===== src/rtl/tas_pkg.sv =====
package tas_pkg;

  typedef enum logic [1:0] {
    CMD_SET  = 2'd0,
    CMD_HOLD = 2'd1,
    CMD_REL  = 2'd2,
    CMD_RSV  = 2'd3
  } gcl_cmd_e;

  typedef enum logic [1:0] {
    SEL_ENTRY = 2'd0,
    SEL_BASE  = 2'd1,
    SEL_CYCLE = 2'd2,
    SEL_CTRL  = 2'd3
  } cfg_sel_e;

  typedef enum logic [1:0] {
    ST_IDLE = 2'd0,
    ST_FIND = 2'd1,
    ST_WAIT = 2'd2,
    ST_RUN  = 2'd3
  } seq_st_e;

  // Hold request after applying an entry command to the current hold state.
  function automatic logic hold_after(input logic [1:0] cmd, input logic cur);
    logic res;
    case (cmd)
      CMD_HOLD: res = 1'b1;
      CMD_REL:  res = 1'b0;
      default:  res = cur;
    endcase
    return res;
  endfunction

endpackage


===== src/rtl/tas_entry_pick.sv =====
module tas_entry_pick #(
  parameter int DEPTH = 8,
  parameter int IVL_W = 32,
  localparam int IDX_W = (DEPTH > 1) ? $clog2(DEPTH) : 1
) (
  input  logic [DEPTH-1:0][IVL_W-1:0] ivl,
  input  logic [IDX_W:0]              from_idx,
  input  logic [IDX_W-1:0]            last_idx,
  output logic                        found,
  output logic [IDX_W-1:0]            idx
);

  logic [DEPTH-1:0] cand;

  // An entry qualifies when it lies inside the search window and has a time slot.
  for (genvar g = 0; g < DEPTH; g++) begin : g_cand
    assign cand[g] = ((IDX_W+1)'(g) >= from_idx) &&
                     (IDX_W'(g) <= last_idx) &&
                     (ivl[g] != '0);
  end

  always_comb begin
    found = 1'b0;
    idx   = '0;
    for (int i = DEPTH - 1; i >= 0; i--) begin
      if (cand[i]) begin
        found = 1'b1;
        idx   = IDX_W'(i);
      end
    end
    // a selected entry always has a nonzero duration
    p_pick_nonzero_r6: assert (!found || (ivl[idx] != '0));
    // a selected entry never lies beyond the last used index
    p_pick_window_r11: assert (!found || (idx <= last_idx));
  end

endmodule


===== src/rtl/tas_gcl_store.sv =====
module tas_gcl_store
  import tas_pkg::*;
#(
  parameter int NQ     = 8,
  parameter int DEPTH  = 8,
  parameter int TIME_W = 48,
  parameter int IVL_W  = 32,
  localparam int IDX_W = (DEPTH > 1) ? $clog2(DEPTH) : 1
) (
  input  logic                        clk,
  input  logic                        rst_n,
  input  logic                        wr_en,
  input  logic [1:0]                  wr_sel,
  input  logic [IDX_W-1:0]            wr_idx,
  input  logic [1:0]                  wr_cmd,
  input  logic [NQ-1:0]               wr_mask,
  input  logic [TIME_W-1:0]           wr_data,
  output logic [DEPTH-1:0][1:0]       ent_cmd,
  output logic [DEPTH-1:0][NQ-1:0]    ent_mask,
  output logic [DEPTH-1:0][IVL_W-1:0] ent_ivl,
  output logic [TIME_W-1:0]           base_q,
  output logic [TIME_W-1:0]           cycle_q,
  output logic [IDX_W-1:0]            last_q,
  output logic [NQ-1:0]               pmask_q,
  output logic                        arm,
  output logic                        stop
);

  localparam logic [NQ-1:0] PMASK_RST = {{(NQ-1){1'b1}}, 1'b0};

  logic base_en, cycle_en, ctrl_en;
  logic [DEPTH-1:0] ent_we;

  assign base_en  = wr_en && (wr_sel == SEL_BASE);
  assign cycle_en = wr_en && (wr_sel == SEL_CYCLE);
  assign ctrl_en  = wr_en && (wr_sel == SEL_CTRL);
  assign arm      = ctrl_en && wr_data[0];
  assign stop     = ctrl_en && !wr_data[0];

  for (genvar g = 0; g < DEPTH; g++) begin : g_ent
    logic [1:0]       cmd_q;
    logic [NQ-1:0]    mask_q;
    logic [IVL_W-1:0] ivl_q;

    assign ent_we[g] = wr_en && (wr_sel == SEL_ENTRY) && (wr_idx == IDX_W'(g));

    always_ff @(posedge clk or negedge rst_n) begin
      if (!rst_n) begin
        cmd_q  <= '0;
        mask_q <= '0;
        ivl_q  <= '0;
      end else if (ent_we[g]) begin
        cmd_q  <= wr_cmd;
        mask_q <= wr_mask;
        ivl_q  <= wr_data[IVL_W-1:0];
      end
    end

    assign ent_cmd[g]  = cmd_q;
    assign ent_mask[g] = mask_q;
    assign ent_ivl[g]  = ivl_q;

    p_entry_capture_r2: assert property (@(posedge clk) disable iff (!rst_n)
      ent_we[g] |=> (ivl_q == $past(wr_data[IVL_W-1:0])) && (mask_q == $past(wr_mask)));
  end

  always_ff @(posedge clk or negedge rst_n) begin
    if (!rst_n) base_q <= '0;
    else if (base_en) base_q <= wr_data;
  end

  always_ff @(posedge clk or negedge rst_n) begin
    if (!rst_n) cycle_q <= '0;
    else if (cycle_en) cycle_q <= wr_data;
  end

  always_ff @(posedge clk or negedge rst_n) begin
    if (!rst_n) begin
      last_q  <= '0;
      pmask_q <= PMASK_RST;
    end else if (ctrl_en) begin
      last_q  <= wr_idx;
      pmask_q <= wr_mask;
    end
  end

  p_pmask_load_r10: assert property (@(posedge clk) disable iff (!rst_n)
    ctrl_en |=> pmask_q == $past(wr_mask));

endmodule


===== src/rtl/tas_gate_seq.sv =====
module tas_gate_seq
  import tas_pkg::*;
#(
  parameter int NQ     = 8,
  parameter int DEPTH  = 8,
  parameter int TIME_W = 48,
  parameter int IVL_W  = 32,
  localparam int IDX_W = (DEPTH > 1) ? $clog2(DEPTH) : 1
) (
  input  logic                        clk,
  input  logic                        rst_n,
  input  logic [TIME_W-1:0]           now,
  input  logic                        arm,
  input  logic                        stop,
  input  logic [TIME_W-1:0]           base,
  input  logic [TIME_W-1:0]           cycle,
  input  logic [IDX_W-1:0]            last,
  input  logic [DEPTH-1:0][1:0]       ent_cmd,
  input  logic [DEPTH-1:0][NQ-1:0]    ent_mask,
  input  logic [DEPTH-1:0][IVL_W-1:0] ent_ivl,
  output logic [NQ-1:0]               gate,
  output logic                        hold,
  output logic                        running
);

  seq_st_e          st_q, st_d;
  logic [TIME_W-1:0] start_q, start_d;
  logic [TIME_W-1:0] end_q, end_d;
  logic [IDX_W-1:0]  cur_q, cur_d;
  logic [NQ-1:0]     gate_q, gate_d;
  logic              hold_q, hold_d;

  logic              adv_found, wrap_found;
  logic [IDX_W-1:0]  adv_idx, wrap_idx;
  logic [IDX_W:0]    adv_from;
  logic              do_launch;
  logic [TIME_W-1:0] launch_at;
  logic              hold_seed;

  assign adv_from = (IDX_W+1)'(cur_q) + (IDX_W+1)'(1);

  // Next slot inside the current cycle
  tas_entry_pick #(.DEPTH(DEPTH), .IVL_W(IVL_W)) u_pick_adv (
    .ivl      (ent_ivl),
    .from_idx (adv_from),
    .last_idx (last),
    .found    (adv_found),
    .idx      (adv_idx)
  );

  // First slot of a cycle
  tas_entry_pick #(.DEPTH(DEPTH), .IVL_W(IVL_W)) u_pick_wrap (
    .ivl      (ent_ivl),
    .from_idx ('0),
    .last_idx (last),
    .found    (wrap_found),
    .idx      (wrap_idx)
  );

  always_comb begin
    st_d      = st_q;
    start_d   = start_q;
    end_d     = end_q;
    cur_d     = cur_q;
    gate_d    = gate_q;
    hold_d    = hold_q;
    do_launch = 1'b0;
    launch_at = start_q;
    hold_seed = (st_q == ST_RUN) ? hold_q : 1'b0;

    case (st_q)
      ST_FIND: begin
        if (start_q < now)       start_d   = start_q + cycle;
        else if (start_q == now) do_launch = 1'b1;
        else                     st_d      = ST_WAIT;
      end
      ST_WAIT: begin
        if (now >= start_q) do_launch = 1'b1;
      end
      ST_RUN: begin
        if (now >= end_q) begin
          if (adv_found) begin
            cur_d  = adv_idx;
            end_d  = end_q + TIME_W'(ent_ivl[adv_idx]);
            gate_d = ent_mask[adv_idx];
            hold_d = hold_after(ent_cmd[adv_idx], hold_q);
          end else begin
            do_launch = 1'b1;
            launch_at = start_q + cycle;
          end
        end
      end
      default: ;
    endcase

    if (do_launch) begin
      st_d    = ST_RUN;
      start_d = launch_at;
      cur_d   = wrap_idx;
      end_d   = launch_at + TIME_W'(ent_ivl[wrap_idx]);
      gate_d  = ent_mask[wrap_idx];
      hold_d  = hold_after(ent_cmd[wrap_idx], hold_seed);
    end

    if (stop) begin
      st_d   = ST_IDLE;
      gate_d = '1;
      hold_d = 1'b0;
    end else if (arm) begin
      st_d    = ST_FIND;
      start_d = base;
      gate_d  = '1;
      hold_d  = 1'b0;
    end
  end

  always_ff @(posedge clk or negedge rst_n) begin
    if (!rst_n) begin
      st_q    <= ST_IDLE;
      start_q <= '0;
      end_q   <= '0;
      cur_q   <= '0;
      gate_q  <= '1;
      hold_q  <= 1'b0;
    end else begin
      st_q    <= st_d;
      start_q <= start_d;
      end_q   <= end_d;
      cur_q   <= cur_d;
      gate_q  <= gate_d;
      hold_q  <= hold_d;
    end
  end

  assign gate    = gate_q;
  assign hold    = hold_q;
  assign running = (st_q == ST_RUN);

  p_idle_open_r9: assert property (@(posedge clk) disable iff (!rst_n)
    (st_q == ST_IDLE) |-> ((gate_q == '1) && !hold_q));

  p_stop_opens_r9: assert property (@(posedge clk) disable iff (!rst_n)
    stop |=> ((gate_q == '1) && !hold_q && (st_q == ST_IDLE)));

  p_cur_in_range_r11: assert property (@(posedge clk) disable iff (!rst_n)
    (st_q == ST_RUN) |-> (cur_q <= last));

  p_boundary_step_r4: assert property (@(posedge clk) disable iff (!rst_n)
    ((st_q == ST_RUN) && (now >= end_q) && adv_found && !arm && !stop)
      |=> (cur_q != $past(cur_q)));

  p_launch_at_start_r3: assert property (@(posedge clk) disable iff (!rst_n)
    ((st_q == ST_WAIT) && (now >= start_q) && !arm && !stop) |=> (st_q == ST_RUN));

endmodule


===== src/rtl/tas_gate_sched.sv =====
module tas_gate_sched
  import tas_pkg::*;
#(
  parameter int NQ     = 8,
  parameter int DEPTH  = 8,
  parameter int TIME_W = 48,
  parameter int IVL_W  = 32,
  localparam int IDX_W = (DEPTH > 1) ? $clog2(DEPTH) : 1
) (
  input  logic              clk,
  input  logic              rst_n,
  input  logic [TIME_W-1:0] now_ns,
  input  logic              cfg_we,
  input  logic [1:0]        cfg_sel,
  input  logic [IDX_W-1:0]  cfg_idx,
  input  logic [1:0]        cfg_cmd,
  input  logic [NQ-1:0]     cfg_mask,
  input  logic [TIME_W-1:0] cfg_data,
  output logic [NQ-1:0]     gate_open,
  output logic              hold_req,
  output logic [NQ-1:0]     preemptible,
  output logic              sched_run
);

  logic [1:0] rst_sync_q;
  logic       rst_int_n;

  // Reset asserts at once and leaves two edges after rst_n rises
  always_ff @(posedge clk or negedge rst_n) begin
    if (!rst_n) rst_sync_q <= 2'b00;
    else        rst_sync_q <= {rst_sync_q[0], 1'b1};
  end
  assign rst_int_n = rst_sync_q[1];

  logic [DEPTH-1:0][1:0]       ent_cmd;
  logic [DEPTH-1:0][NQ-1:0]    ent_mask;
  logic [DEPTH-1:0][IVL_W-1:0] ent_ivl;
  logic [TIME_W-1:0]           base_q, cycle_q;
  logic [IDX_W-1:0]            last_q;
  logic [NQ-1:0]               pmask_q;
  logic                        arm, stop;

  tas_gcl_store #(
    .NQ(NQ), .DEPTH(DEPTH), .TIME_W(TIME_W), .IVL_W(IVL_W)
  ) u_store (
    .clk      (clk),
    .rst_n    (rst_int_n),
    .wr_en    (cfg_we),
    .wr_sel   (cfg_sel),
    .wr_idx   (cfg_idx),
    .wr_cmd   (cfg_cmd),
    .wr_mask  (cfg_mask),
    .wr_data  (cfg_data),
    .ent_cmd  (ent_cmd),
    .ent_mask (ent_mask),
    .ent_ivl  (ent_ivl),
    .base_q   (base_q),
    .cycle_q  (cycle_q),
    .last_q   (last_q),
    .pmask_q  (pmask_q),
    .arm      (arm),
    .stop     (stop)
  );

  tas_gate_seq #(
    .NQ(NQ), .DEPTH(DEPTH), .TIME_W(TIME_W), .IVL_W(IVL_W)
  ) u_seq (
    .clk      (clk),
    .rst_n    (rst_int_n),
    .now      (now_ns),
    .arm      (arm),
    .stop     (stop),
    .base     (base_q),
    .cycle    (cycle_q),
    .last     (last_q),
    .ent_cmd  (ent_cmd),
    .ent_mask (ent_mask),
    .ent_ivl  (ent_ivl),
    .gate     (gate_open),
    .hold     (hold_req),
    .running  (sched_run)
  );

  assign preemptible = pmask_q;

endmodule


===== config.mk =====
export PLATFORM = sky130hd
export DESIGN_NAME = tas_gate_sched
export DESIGN_NICKNAME = d
export VERILOG_FILES = /design/src/rtl/tas_pkg.sv /design/src/rtl/tas_entry_pick.sv /design/src/rtl/tas_gcl_store.sv /design/src/rtl/tas_gate_seq.sv /design/src/rtl/tas_gate_sched.sv
export SDC_FILE = /design/constraint.sdc
export NUM_CORES = 2
export LEC_CHECK = 0
export ABC_CLOCK_PERIOD_IN_PS = 21300
export BUFFER_PORTS_ARGS = -buffer_cell sky130_fd_sc_hd__buf_2
export CAP_MARGIN = 20
export CORE_MARGIN = 10
export CORE_UTILIZATION = 39
export DETAILED_ROUTE_END_ITERATION = 16
export GPL_ROUTABILITY_DRIVEN = 0
export SYNTH_ARGS = -nofsm -noshare
export SYNTH_HDL_FRONTEND = slang
export SYNTH_HIERARCHICAL = 1
export SYNTH_SLANG_ARGS = --single-unit

===== constraint.sdc =====
create_clock -name clk -period 21.3 [get_ports clk]
set_clock_uncertainty 0.1 [all_clocks]
set_input_delay 4.26 -clock clk [delete_from_list [all_inputs] [get_ports clk]]
set_output_delay 4.26 -clock clk [all_outputs]
set_load 0.02 [all_outputs]

# After elaboration in Yosys (flattened, before gate mapping)
# Cells that the tools add are included.
[word_totals]
wordCells = 221
output_inout_bits = 18
input_bits = 114
reg_bits = 555
[op_classes]
n_mux = 79
eq_ne = 21
n_addsub = 4
reduce_logical = 61
n_lt_le_gt_ge = 21
[ops]
columns = ["operator", "count"]
rows = [
  ["$mux W48", 12],
  ["$reduce_bool A32 Y1", 8],
  ["$bmux W32 S3", 2],
  ["$add A48 B32 Y48", 2],
  ["$ge A48 B48 Y1", 2],
  ["$mux W32", 2],
  ["$mux W8", 8],
  ["$mux W3", 20],
  ["$add A48 B48 Y48", 1],
  ["$bmux W8 S3", 2],
  ["$eq A48 B48 Y1", 1],
  ["$lt A48 B48 Y1", 1],
  ["$logic_and A1 B1 Y1", 38],
  ["$mux W1", 20],
  ["$ge A3 B4 Y1 const A", 4],
  ["$mux W2", 8],
  ["$reduce_bool A4 Y1", 4],
  ["$bmux W2 S3", 2],
  ["$eq A2 B2 Y1 const B", 6],
  ["$eq A3 B3 Y1 const B", 4],
  ["$le A3 B3 Y1 const A", 4],
  ["$reduce_and A3 Y1", 3],
  ["$eq A2 B1 Y1 const B", 4],
  ["$ge A1 B4 Y1 const A", 2],
  ["17 further kinds", 26],
]

# Depth between registers and ports, before layout
[logic_depth]
word_depth = 22
mapped_depth = 29
mapped_depth_nobuf = 24

# Modules after synthesis
# Netlist, hierarchy kept.
[by_module_without_submodules]
columns = ["mod", "seq_area_each_um2", "area_per_inst_um2", "n_inst", "cells_per_inst"]
rows = [
  ["tas_gate_seq", 2762.6, 19535.0, 1, 2400],
  ["tas_gcl_store", 11094.4, 16888.7, 1, 987],
  ["tas_entry_pick", 0.0, 772.0, 2, 111],
  ["tas_gate_sched", 50.0, 53.8, 1, 3],
]

# Worst setup path before layout
# Ideal clock, no wire load.
[synth_path]
path_kind = "input to register"
start = "input port now_ns[35]"
end = "register u_seq.end_q[44]"
slack_ns = 11.421
path_buffers = 4
stages = 24
setup_time_ns = 0.120
arrival_time_ns = 9.658
t_required_ns = 21.080
path_cell_list = "ha_1 and3_1 a2111oi_0 o311ai_1 a22o_1 nor2_1 buf_2 clkbuf_1 buf_1 clkbuf_1 nand2_1 nand2_1 ha_1 fa_1 a211oi_1 o211ai_1 a41oi_1 a21o_1 o31a_1 o21ai_1 nand4b_1 nand2b_1 or4_1 o211a_1"
[synth_between]
elab_chain_cells = 6
elab_cells_between_ends = 17
classes_between = "add/sub: 1; order compare: 3; eq/ne: 1; mux: 8; reduce/logical: 4"
[synth_lines]
columns = ["item", "line_no", "text"]
rows = [
  ["from (decl)", "tas_gate_sched.sv:12", "input logic [TIME_W-1:0] now_ns,"],
  ["branches (longest 6 deep; another with $ge A48 B48 Y1)", "--", ""],
  ["to (signal assigned)", "tas_gate_seq.sv:128", "end_q <= end_d;"],
  ["to (decl)", "tas_gate_seq.sv:28", "logic [TIME_W-1:0] end_q, end_d;"],
]
# Parallel ways; which one is timed is not known.
# A chain may end at the register's enable or synchronous reset.

# Worst setup path in the final report
[layout_path]
start = "input port now_ns[34]"
end = "register u_seq.end_q[44]"
# Same word-level chain as after synthesis.

==> flow_summary.yaml <==
run_status:
  run_status: "finished, final reports clean"
route:
  drtAntennaViolNets: 0
  route.vias.total: 29907
  post-route-drc-count: 0
  wl_per_instance_um: 24.5
  detailedRoute.firstPassIterationCount: 5
  routed_via_density: 5.98
  drt_iter0_drc: 2685
  postRouteWirelength_um: 123000
sta:
  min_period_over_period: 0.491
  slew_violations: 0
  maxSlewHeadroom: 0.242
  final.setup.worst_slack_ns: 10.84
  hold_viol_final: 0
  setup_tns_ns: 0
  grt_setup_unrepaired: "no"
  holdWs_ns: 0.255
  max_clock_freq_mhz: 95.6
  setup_viol: 0
  max_slew.worst_pin.slew_ns: 1.14
  final.min_clock_period_ns: 10.46
power:
  power_frac_seq: 0.235
  reported_net_switching_power_mw: 3.10
  p_int_mw: 3.79
  vdd_ir_drop_max_mv: 0.135
  power_per_unit_of_standard_cell_area_nw_per_um2: 162
  power.clock.fraction: 0.185
  comb_power_share: 0.579
  static-leakage-power_nw: 18.7
  swShare: 0.450
  total_power_mw: 6.89
synth:
  synth.cell_area_um2: 38000
  synthesized_area_per_cell_um2: 10.5
  yosysWarningCount: 6
  synthesis.instances: 3611
die:
  die_width_um: 332
  die-height_um: 332
  num_rows: 114
  fp.dieArea_um2: 110000
  starting_density_of_the_core: 0.393
  top_level_ports: 132
  core_footprint_um2: 96700
global_route:
  antenna_found_initial: 15
  grt_pass1_wl_um: 186000
  first_global_vias: 29696
  largest_net_degree_at_the_start_of_global_routing: 97
  gr-usage-all-layers: 0.215
  grt_overflow_total: 0
finish:
  layout_common_cells: "dfrtp_1 (539), nand2_1 (453), mux2_2 (362)"
  fraction_of_layout_instances_using_a_drive_strength_above_1: 0.262
  area_growth_pct: 11.8
  nets: 3998
  layout.cells.most_common: "dfrtp_1"
clock_network:
  h-tree-depth: 3
  cts-hold-fix-buffers: 0
  postCtsResizedCells: 0
  cts_max_path_buffers: 3
  cts_root_buf: "clkbuf_16"
  tritoncts: "built"
  post_cts.repair.setup_buffers: 0
  numClockSinks: 555
  worst_skew_pair.late_latency_ns: 0.65
  inserted_clock_buffers: 67
  worst_setup_hold_path_clk_slew_ns: 0.06
setup_path:
  crit_chain: "buf_2, ha_1, a21oi_1, nor2b_1, a2111oi_0, o311ai_1, a22oi_1, nand2_2, buf_4, o21ai_0, fa_1, a211oi_1, o211ai_1, a41oi_1, a21o_1, o31a_1, o21ai_1, nand4b_1, nand2b_1, or4_1, o211a_1"
  critPathTopFamily: "compound AO/OA/AOI/OAI gates"
  cp_slowest_cell: "a2111oi_0"
  crit-reg2reg-capture: "u_seq/end_q[44]$_DFFE_PN0P_"
  critPathKind: "primary input to flip-flop"
  ff2ff_setup_slack_ns: 13.25
  maximum_single_stage_delay_on_the_critical_path_ns: 0.74
  critical_path_cell_count: 21
  worst_setup_path_start_kind: "primary input"
  worstSetupEndpointType: "flip-flop"
  crit_arrival_ns: 10.88
  critical_path.max_fanout: 54
  reg2reg_from: "u_store/g_ent[3].ivl_q[12]$_DFFE_PN0P_"
  wp_buf_inv: 2
  r2r_cells: 23
  crit_required_ns: 21.72
run:
  max-cap-violations: 0
worst_hold_path:
  hp-start: "rst_sync_q[0]$_DFF_PN0_"
  endpoint_worst_hold: "rst_sync_q[1]$_DFF_PN0_"
  hold_path_depth: 0
  min_path_type: "flip-flop to flip-flop"
placement:
  io_buffer_count: 131
  place_worst_setup_slack_ns: 10.44
  dp_hpwl_um: 89600
## flip-flops by register name (all words and copies together), names as in the netlist
register / cells
u_store/pmask_q: 8
u_seq/hold: 1
u_store/base_q: 48
u_seq/cur_q: 3
u_seq/gate: 8
u_seq/end_q: 48
u_store/g_ent.cmd_q: 16
u_store/last_q: 3
u_seq/start_q: 48
rst_sync_q: 2
u_store/g_ent.ivl_q: 256
u_store/cycle_q: 48
u_store/g_ent.mask_q: 64
u_seq/st_q: 2
## final cells by class
| class | instances | area, um2 |
|---|---|---|
| sequential | 555 | 13900 |
| tap | 1276 | 1600 |
| multi-input combinational | 2746 | 23000 |
| antenna | 6 | 15.0 |
| timing repair buffer | 174 | 1010 |
| clock inverter | 33 | 639 |
| fill | 9142 | 54200 |
| inverter | 123 | 462 |
| clock buffer | 89 | 1850 |
## power groups by stage
| stage | sequential (mW) | clock (mW) | combinational [mW] |
|---|---|---|---|
| after floorplan | 1.56 | 0 | 2.96 |
| after global placement | 1.62 | 0 | 3.90 |
| after detailed placement | 1.63 | 0 | 3.93 |
| after CTS | 1.62 | 1.30 | 3.95 |
| after global routing | 1.66 | 1.35 | 4.36 |
| final | 1.62 | 1.28 | 3.99 |
## worst max path at each step
stage,startpoint,endpoint,slack (ns)
detailed placement,now_ns[34],u_seq/end_q[44]$_DFFE_PN0P_,10.44
finish,now_ns[34],u_seq/end_q[44]$_DFFE_PN0P_,10.84
CTS,now_ns[34],u_seq/end_q[44]$_DFFE_PN0P_,11.10
global route,now_ns[34],u_seq/end_q[44]$_DFFE_PN0P_,10.61
floorplan,rst_sync_q[1]$_DFF_PN0_,u_seq/cur_q[0]$_DFFE_PN0P_,4.61
global placement,now_ns[29],u_seq/end_q[44]$_DFFE_PN0P_,10.45
## per-stage QoR
step | instance area [um2] | cells | util
CTS | 42400 | 4994 | 0.439
floorplan | 38100 | 3632 | -
global placement | 39900 | 4871 | 0.413
finish | 42500 | 5002 | 0.439
global route | 42500 | 4999 | 0.439
detailed placement | 39900 | 4872 | 0.413
## worst register-to-register path, stage by stage, from the launching register on
cell and delay (ns):
dfrtp_1 0.45, nor4_1 0.59, nand4_1 0.38, o21ai_0 0.68
nand4_1 0.28, or2_1 0.44, nor2_1 0.28, nand3_1 0.23
nand2_2 0.40, buf_4 0.52, nand2_1 0.15, nand2_1 0.08
ha_1 0.19, fa_1 0.25, a211oi_1 0.10, o211ai_1 0.25
a41oi_1 0.28, a21o_1 0.32, o31a_1 0.31, o21ai_1 0.43
nand4b_1 0.31, nand2b_1 0.27, or4_1 0.52, o211a_1 0.12
## per-layer routing
metal / up-vias / global-route usage / share of wire
li1: 13579 / - / -
met1: 15072 / 0.280 / 0.42
met2: 990 / 0.353 / 0.47
met3: 254 / 0.0360 / 0.061
met4: 12 / 0.0838 / 0.043
met5: - / 0 / 0.00069
Power figures use the tool's default switching activity.
